==> config.mk <==
export PLATFORM = sky130hd
export DESIGN_NAME = gcd_copro
export DESIGN_NICKNAME = d
export VERILOG_FILES = /design/src/rtl/gcd_copro_pkg.sv /design/src/rtl/gcd_copro_subtractor.sv /design/src/rtl/gcd_copro_datapath.sv /design/src/rtl/gcd_copro_ctrl.sv /design/src/rtl/gcd_copro.sv
export SDC_FILE = /design/constraint.sdc
export NUM_CORES = 1
export LEC_CHECK = 0
export CORE_UTILIZATION = 50
export DETAILED_ROUTE_END_ITERATION = 10
export GPL_TIMING_DRIVEN = 1
export PLACE_DENSITY = 0.78
export SLEW_MARGIN = 0
export SYNTH_ARGS = -nofsm -noshare
export SYNTH_HDL_FRONTEND = slang
export SYNTH_SLANG_ARGS = --single-unit
==> constraint.sdc <==
create_clock -name clk -period 3.9 [get_ports clk]
set_input_delay 0.39 -clock clk [delete_from_list [all_inputs] [get_ports clk]]
set_output_delay 0.39 -clock clk [all_outputs]
set_load 0.05 [all_outputs]
==> src/rtl/gcd_copro_pkg.sv <==
package gcd_copro_pkg;

    typedef enum logic [1:0] {
        ST_IDLE  = 2'd0,
        ST_FETCH = 2'd1,
        ST_LOOP  = 2'd2,
        ST_EMIT  = 2'd3
    } gcd_state_e;

    localparam int unsigned LANES = 2;  // lane 0 = register A, lane 1 = register B

endpackage

==> src/rtl/gcd_copro_subtractor.sv <==
module gcd_copro_subtractor #(
    parameter int unsigned WIDTH = 16
) (
    input  logic [WIDTH-1:0] minuend,
    input  logic [WIDTH-1:0] subtrahend,
    output logic [WIDTH-1:0] diff,
    output logic             borrow,
    output logic             is_zero
);

    logic [WIDTH:0] wide;

    assign wide    = {1'b0, minuend} - {1'b0, subtrahend};
    assign diff    = wide[WIDTH-1:0];
    assign borrow  = wide[WIDTH];
    assign is_zero = (diff == '0);

endmodule

==> src/rtl/gcd_copro_datapath.sv <==
module gcd_copro_datapath
    import gcd_copro_pkg::*;
#(
    parameter int unsigned WIDTH = 16
) (
    input  logic             clk,
    input  logic             rst_n,
    input  logic [WIDTH-1:0] opa_data,
    input  logic [WIDTH-1:0] opb_data,
    input  logic [LANES-1:0] ld,
    input  logic [LANES-1:0] fill,
    input  logic             swap,
    output logic             sub_borrow,
    output logic             sub_zero,
    output logic             sub_y_zero,
    output logic [WIDTH-1:0] reg_a
);

    logic [LANES-1:0][WIDTH-1:0] fifo_in;
    logic [LANES-1:0][WIDTH-1:0] reg_q;
    logic [WIDTH-1:0]            op_x;
    logic [WIDTH-1:0]            op_y;
    logic [WIDTH-1:0]            diff;

    assign fifo_in[0] = opa_data;
    assign fifo_in[1] = opb_data;

    for (genvar i = 0; i < LANES; i++) begin : g_lane
        logic [WIDTH-1:0] nxt;
        assign nxt = fill[i] ? fifo_in[i] : diff;

        always_ff @(posedge clk) begin
            if (!rst_n)     reg_q[i] <= '0;
            else if (ld[i]) reg_q[i] <= nxt;
        end

        // a difference is only stored when the subtraction did not wrap
        a_r5_no_wrap_store: assert property (@(posedge clk) disable iff (!rst_n)
            (ld[i] && !fill[i]) |-> !sub_borrow);
    end

    assign op_x = swap ? reg_q[1] : reg_q[0];
    assign op_y = swap ? reg_q[0] : reg_q[1];

    gcd_copro_subtractor #(.WIDTH(WIDTH)) u_sub (
        .minuend   (op_x),
        .subtrahend(op_y),
        .diff      (diff),
        .borrow    (sub_borrow),
        .is_zero   (sub_zero)
    );

    assign sub_y_zero = (op_y == '0);
    assign reg_a      = reg_q[0];

endmodule

==> src/rtl/gcd_copro_ctrl.sv <==
module gcd_copro_ctrl
    import gcd_copro_pkg::*;
(
    input  logic             clk,
    input  logic             rst_n,
    input  logic             opa_ok,
    input  logic             opb_ok,
    input  logic             res_ok,
    input  logic             sub_borrow,
    input  logic             sub_zero,
    input  logic             sub_y_zero,
    output logic             opa_req,
    output logic             opb_req,
    output logic             res_req,
    output logic [LANES-1:0] ld,
    output logic [LANES-1:0] fill,
    output logic             swap
);

    gcd_state_e state_q, state_d;
    logic       have_a_q, have_b_q, swap_q;
    logic       take_a, take_b;

    assign take_a = (state_q == ST_FETCH) && !have_a_q && opa_ok;
    assign take_b = (state_q == ST_FETCH) && !have_b_q && opb_ok;
    assign swap   = swap_q;

    always_ff @(posedge clk) begin
        if (!rst_n) state_q <= ST_IDLE;
        else        state_q <= state_d;
    end

    always_ff @(posedge clk) begin
        if (!rst_n) begin
            have_a_q <= 1'b0;
            have_b_q <= 1'b0;
            swap_q   <= 1'b0;
        end else begin
            unique case (state_q)
                ST_FETCH: begin
                    if (take_a) have_a_q <= 1'b1;
                    if (take_b) have_b_q <= 1'b1;
                end
                ST_LOOP: begin
                    if (!sub_zero && sub_borrow) swap_q <= !swap_q;
                end
                ST_EMIT: begin
                    if (res_ok) begin
                        have_a_q <= 1'b0;
                        have_b_q <= 1'b0;
                        swap_q   <= 1'b0;
                    end
                end
                default: ;
            endcase
        end
    end

    always_comb begin
        state_d = state_q;
        unique case (state_q)
            ST_IDLE:  state_d = ST_FETCH;
            ST_FETCH: if ((have_a_q || take_a) && (have_b_q || take_b)) state_d = ST_LOOP;
            ST_LOOP:  if (sub_zero) state_d = ST_EMIT;
            ST_EMIT:  if (res_ok) state_d = ST_FETCH;
            default:  state_d = ST_IDLE;
        endcase
    end

    always_comb begin
        opa_req = 1'b0;
        opb_req = 1'b0;
        res_req = 1'b0;
        ld      = '0;
        fill    = '0;
        unique case (state_q)
            ST_FETCH: begin
                opa_req = !have_a_q;
                opb_req = !have_b_q;
                fill    = '1;
                ld[0]   = take_a;
                ld[1]   = take_b;
            end
            ST_LOOP: begin
                if (!sub_zero && !sub_borrow) begin
                    // zero subtrahend: copy into it; otherwise shrink the minuend
                    if (sub_y_zero ^ swap_q) ld[1] = 1'b1;
                    else                     ld[0] = 1'b1;
                end
            end
            ST_EMIT:  res_req = 1'b1;
            default: ;
        endcase
    end

endmodule

==> src/rtl/gcd_copro.sv <==
module gcd_copro
    import gcd_copro_pkg::*;
#(
    parameter int unsigned WIDTH = 16
) (
    input  logic             clk,
    input  logic             rst_n,
    input  logic [WIDTH-1:0] opa_data,
    input  logic             opa_ok,
    output logic             opa_req,
    input  logic [WIDTH-1:0] opb_data,
    input  logic             opb_ok,
    output logic             opb_req,
    output logic [WIDTH-1:0] res_data,
    output logic             res_req,
    input  logic             res_ok
);

    logic [LANES-1:0] ld, fill;
    logic             swap, sub_borrow, sub_zero, sub_y_zero;

    gcd_copro_ctrl u_ctrl (
        .clk       (clk),
        .rst_n     (rst_n),
        .opa_ok    (opa_ok),
        .opb_ok    (opb_ok),
        .res_ok    (res_ok),
        .sub_borrow(sub_borrow),
        .sub_zero  (sub_zero),
        .sub_y_zero(sub_y_zero),
        .opa_req   (opa_req),
        .opb_req   (opb_req),
        .res_req   (res_req),
        .ld        (ld),
        .fill      (fill),
        .swap      (swap)
    );

    gcd_copro_datapath #(.WIDTH(WIDTH)) u_dp (
        .clk       (clk),
        .rst_n     (rst_n),
        .opa_data  (opa_data),
        .opb_data  (opb_data),
        .ld        (ld),
        .fill      (fill),
        .swap      (swap),
        .sub_borrow(sub_borrow),
        .sub_zero  (sub_zero),
        .sub_y_zero(sub_y_zero),
        .reg_a     (res_data)
    );

    // the first cycle out of reset shows every request low
    a_r1_reset_quiet: assert property (@(posedge clk)
        $rose(rst_n) |-> (!opa_req && !opb_req && !res_req));

    // operand A request drops right after its transfer
    a_r2_a_req_drop: assert property (@(posedge clk) disable iff (!rst_n)
        (opa_req && opa_ok) |=> !opa_req);

    // operand B request drops right after its transfer
    a_r3_b_req_drop: assert property (@(posedge clk) disable iff (!rst_n)
        (opb_req && opb_ok) |=> !opb_req);

    // a stalled result holds its request and data
    a_r7_result_hold: assert property (@(posedge clk) disable iff (!rst_n)
        (res_req && !res_ok) |=> (res_req && $stable(res_data)));

    // an accepted result is followed by a fresh operand fetch
    a_r8_refetch: assert property (@(posedge clk) disable iff (!rst_n)
        (res_req && res_ok) |=> (!res_req && opa_req && opb_req));

    // output and input requests never overlap
    a_r9_no_overlap: assert property (@(posedge clk) disable iff (!rst_n)
        !(res_req && (opa_req || opb_req)));

endmodule

==> results.cfg <==
[global_route]
grtUsageTotal_pct = 23.7
grt_antenna_before_repair = 0
grt_pass1_wl_um = 14100
grt_pass1_vias = 3030
overflow = 0
grt_max_degree = 56

[synth]
yosys_register_bits = 37
synth-edff-count = 0
synth_simple_gate_area_share_pct = 22.1
syn_inst = 442
synthTopCellsByArea = dfxtp_1 (21%), mux2i_1 (15%), ha_1 (6.8%)
synth_adder_area_share_pct = 7.39
synth_area_leader_cell = dfxtp_1
synthFlopType = dfxtp_1
synth_top_area_share_pct = 21.2
synth_mux_area_share_pct = 19.9
synth_top_family_by_area = simple AND/OR/NAND/NOR gates
synth_compound_gate_area_share_pct = 16.8
synth_nets = 499
syn_area_per_cell_um2 = 7.89
synth_warnings = 0
yosysUniqueCellTypes = 57
synthArstFlopShare_pct = 0
yosys.area_share.xor_xnor_pct = 3.01
synthesis.area_um2 = 3490
ys_seq_area_share_pct = 21.2

[route]
dr.first_iter.drc_count = 214
drtAntennaViolNets = 0
drt_wl_total_um = 8890
routedWlPerCell_um = 16.0
vias = 3274
drc = 0
vias_per_cell = 5.88
first_pass_iters = 4

[floorplan]
core_area_um2 = 6760
die_x_um = 85.5
start_util_pct = 51.6
die_area_um2 = 7310
io_pins = 56
num_rows = 30
die_y_um = 85.5

[outcome]
status = completed

[setup_path]
path_buf_inv = 1
path_cells = mux2_4 > ha_1 > fa_1 > nand2b_2 > a2111oi_4 > o2111ai_2 > a211oi_2 > o22a_1 > a21oi_1 > or3b_1 > o21a_2 > clkbuf_4 > mux2i_1
crit_arrival_ps = 3980
max_stage_delay_ps = 440
crit_family = compound AO/OA/AOI/OAI gates
worstSetupEndpointType = flip-flop
path_max_fanout = 5
crit_type = reg -> reg
start_kind = flip-flop
cp_slowest_cell = a2111oi_4
required_ps = 4080

[clock_network]
cts_max_level = 2
cts_tree = yes
cts_buffers = 5
clk_pin_slew_worst_paths_ps = 90
cts_sinks = 37
clock_path_buffers = 2
root_buffer = clkbuf_8
postCtsSetupRepairBufs = 0
clk_latency_ps = 290

[timing]
finalCritPeriodShare_pct = 97.5
slew_headroom_pct = 60.8
fin_skew_ps = 7.64
timing.fmax_mhz = 263
slew_violations = 0
setup_violations = 0
period_minus_slack_ps = 3800
tightest_slew_ps = 585
hold_violations = 0

[worst_hold_path]
hp-class = reg -> reg

[pwr]
leakagePower_nw = 1.86
max-vdd-ir-drop_v = 0.000545
power.density_nw_per_um2 = 997

[cells_and_area]
layout_commonest_cell = nand2_1
area_growth_pct = 21.0
final_util_pct = 62.5
final_cell_mix = nand2_1 (61), clkdlybuf4s50_1 (54), mux2i_1 (52)
nets = 533
diodes = 0
drive_gt1_share_pct = 11.9
instances_no_fill = 557

[place]
io_buffers = 55
dp_hpwl_um = 6470
dp_cells = 546
place_congestion = 0.931

[run]
drv_cap = 0
metrics by stage:
stage / hold WS (ps) / power [W] / TNS [ps] / setup slack [ps] / area (um^2)
after global routing: 511 / 0.00454 / -19.6 / -8.28 / 4220
after CTS: 477 / 0.00391 / 0 / 76.0 / 4070
after floorplan: 447 / 0.00300 / 0 / 21.7 / 3510
after detailed placement: 466 / 0.00362 / 0 / 127 / 3980
final: 474 / 0.00421 / 0 / 99.1 / 4220
after global placement: 454 / 0.00357 / 0 / 134 / 3980
kinds of logic after synthesis:
| group | count (synthesis) |
|---|---|
| muxes | 67 |
| and+or+nand+nor | 154 |
| DFF | 37 |
| AOI/OAI and AO/OA | 94 |
| buffers and inverters | 58 |
| adders and majority gates | 20 |
| xor gates and xnor gates | 12 |
power breakdown:
group	switching, W	internal, W
registers	0.0000915	0.000462
clock network	0.000149	0.000124
logic	0.00190	0.00148
worst register-to-register path: stages, from the launching register on:
cell and delay [ps]:
dfxtp_4 400, mux2_4 320, ha_1 230, fa_1 390
nand2b_2 250, a2111oi_4 440, o2111ai_2 220, a211oi_2 220
o22a_1 160, a21oi_1 90, or3b_1 390, o21a_2 260
clkbuf_4 190, mux2i_1 130
area by class of cell:
cell class	count	area, um^2
clock buffer	5	68.8
clock inverter	3	17.5
fill	583	2530
inverter	16	60.1
multi-input combinational	347	2510
sequential	37	744
tap	80	100
timing repair buffer	69	722
registers in the layout (all words and copies together), names as in the netlist:
| register | count |
|---|---|
| u_ctrl.have_b_q | 1 |
| u_ctrl.have_a_q | 1 |
| u_dp.reg_q | 16 |
| u_ctrl.state_q | 2 |
| u_ctrl.swap | 1 |
| u_dp.reg_a | 16 |
routing by layer:
metal | vias up | wire length, um | track usage (%)
met2 | 103 | 4240 | 40.1
met1 | 1545 | 4020 | 33.2
met4 | 0 | 61 | 4.09
li1 | 1619 | - | -
met3 | 7 | 571 | 2.41
met5 | - | 0 | 0
path summary, 6_finish.rpt:
path | cells past startpoint | from | endpoint | slack [ps]
max | 13 | u_ctrl.swap | u_dp.reg_q[20] | 100
min | 2 | u_dp.reg_q[28] | u_dp.reg_q[28] | 470
max reg2reg | 13 | u_ctrl.swap | u_dp.reg_q[20] | 100
min reg2reg | 2 | u_dp.reg_q[28] | u_dp.reg_q[28] | 470
synthesized netlist by cell type (6+ instances only):
cell type  instances
and2_1            22
inv_1             15
clkbuf_1          15
mux2i_1           52
nor2b_1            9
nand2b_1           6
nand2_1           61
dfxtp_1           37
nor2_1            22
nand4_1            6
xnor2_1            7
a21oi_1           19
o21ai_0           39
buf_2              6
mux2_2            13
ha_1              19
buf_4             16
repair_timing:
item,in CTS,in global routing
hold buffers,0,0
resized for setup,0,20
endpoints found under the setup margin,0,32
hold endpoints to repair,0,0
No activity file was read; power rests on OpenSTA's default activity.
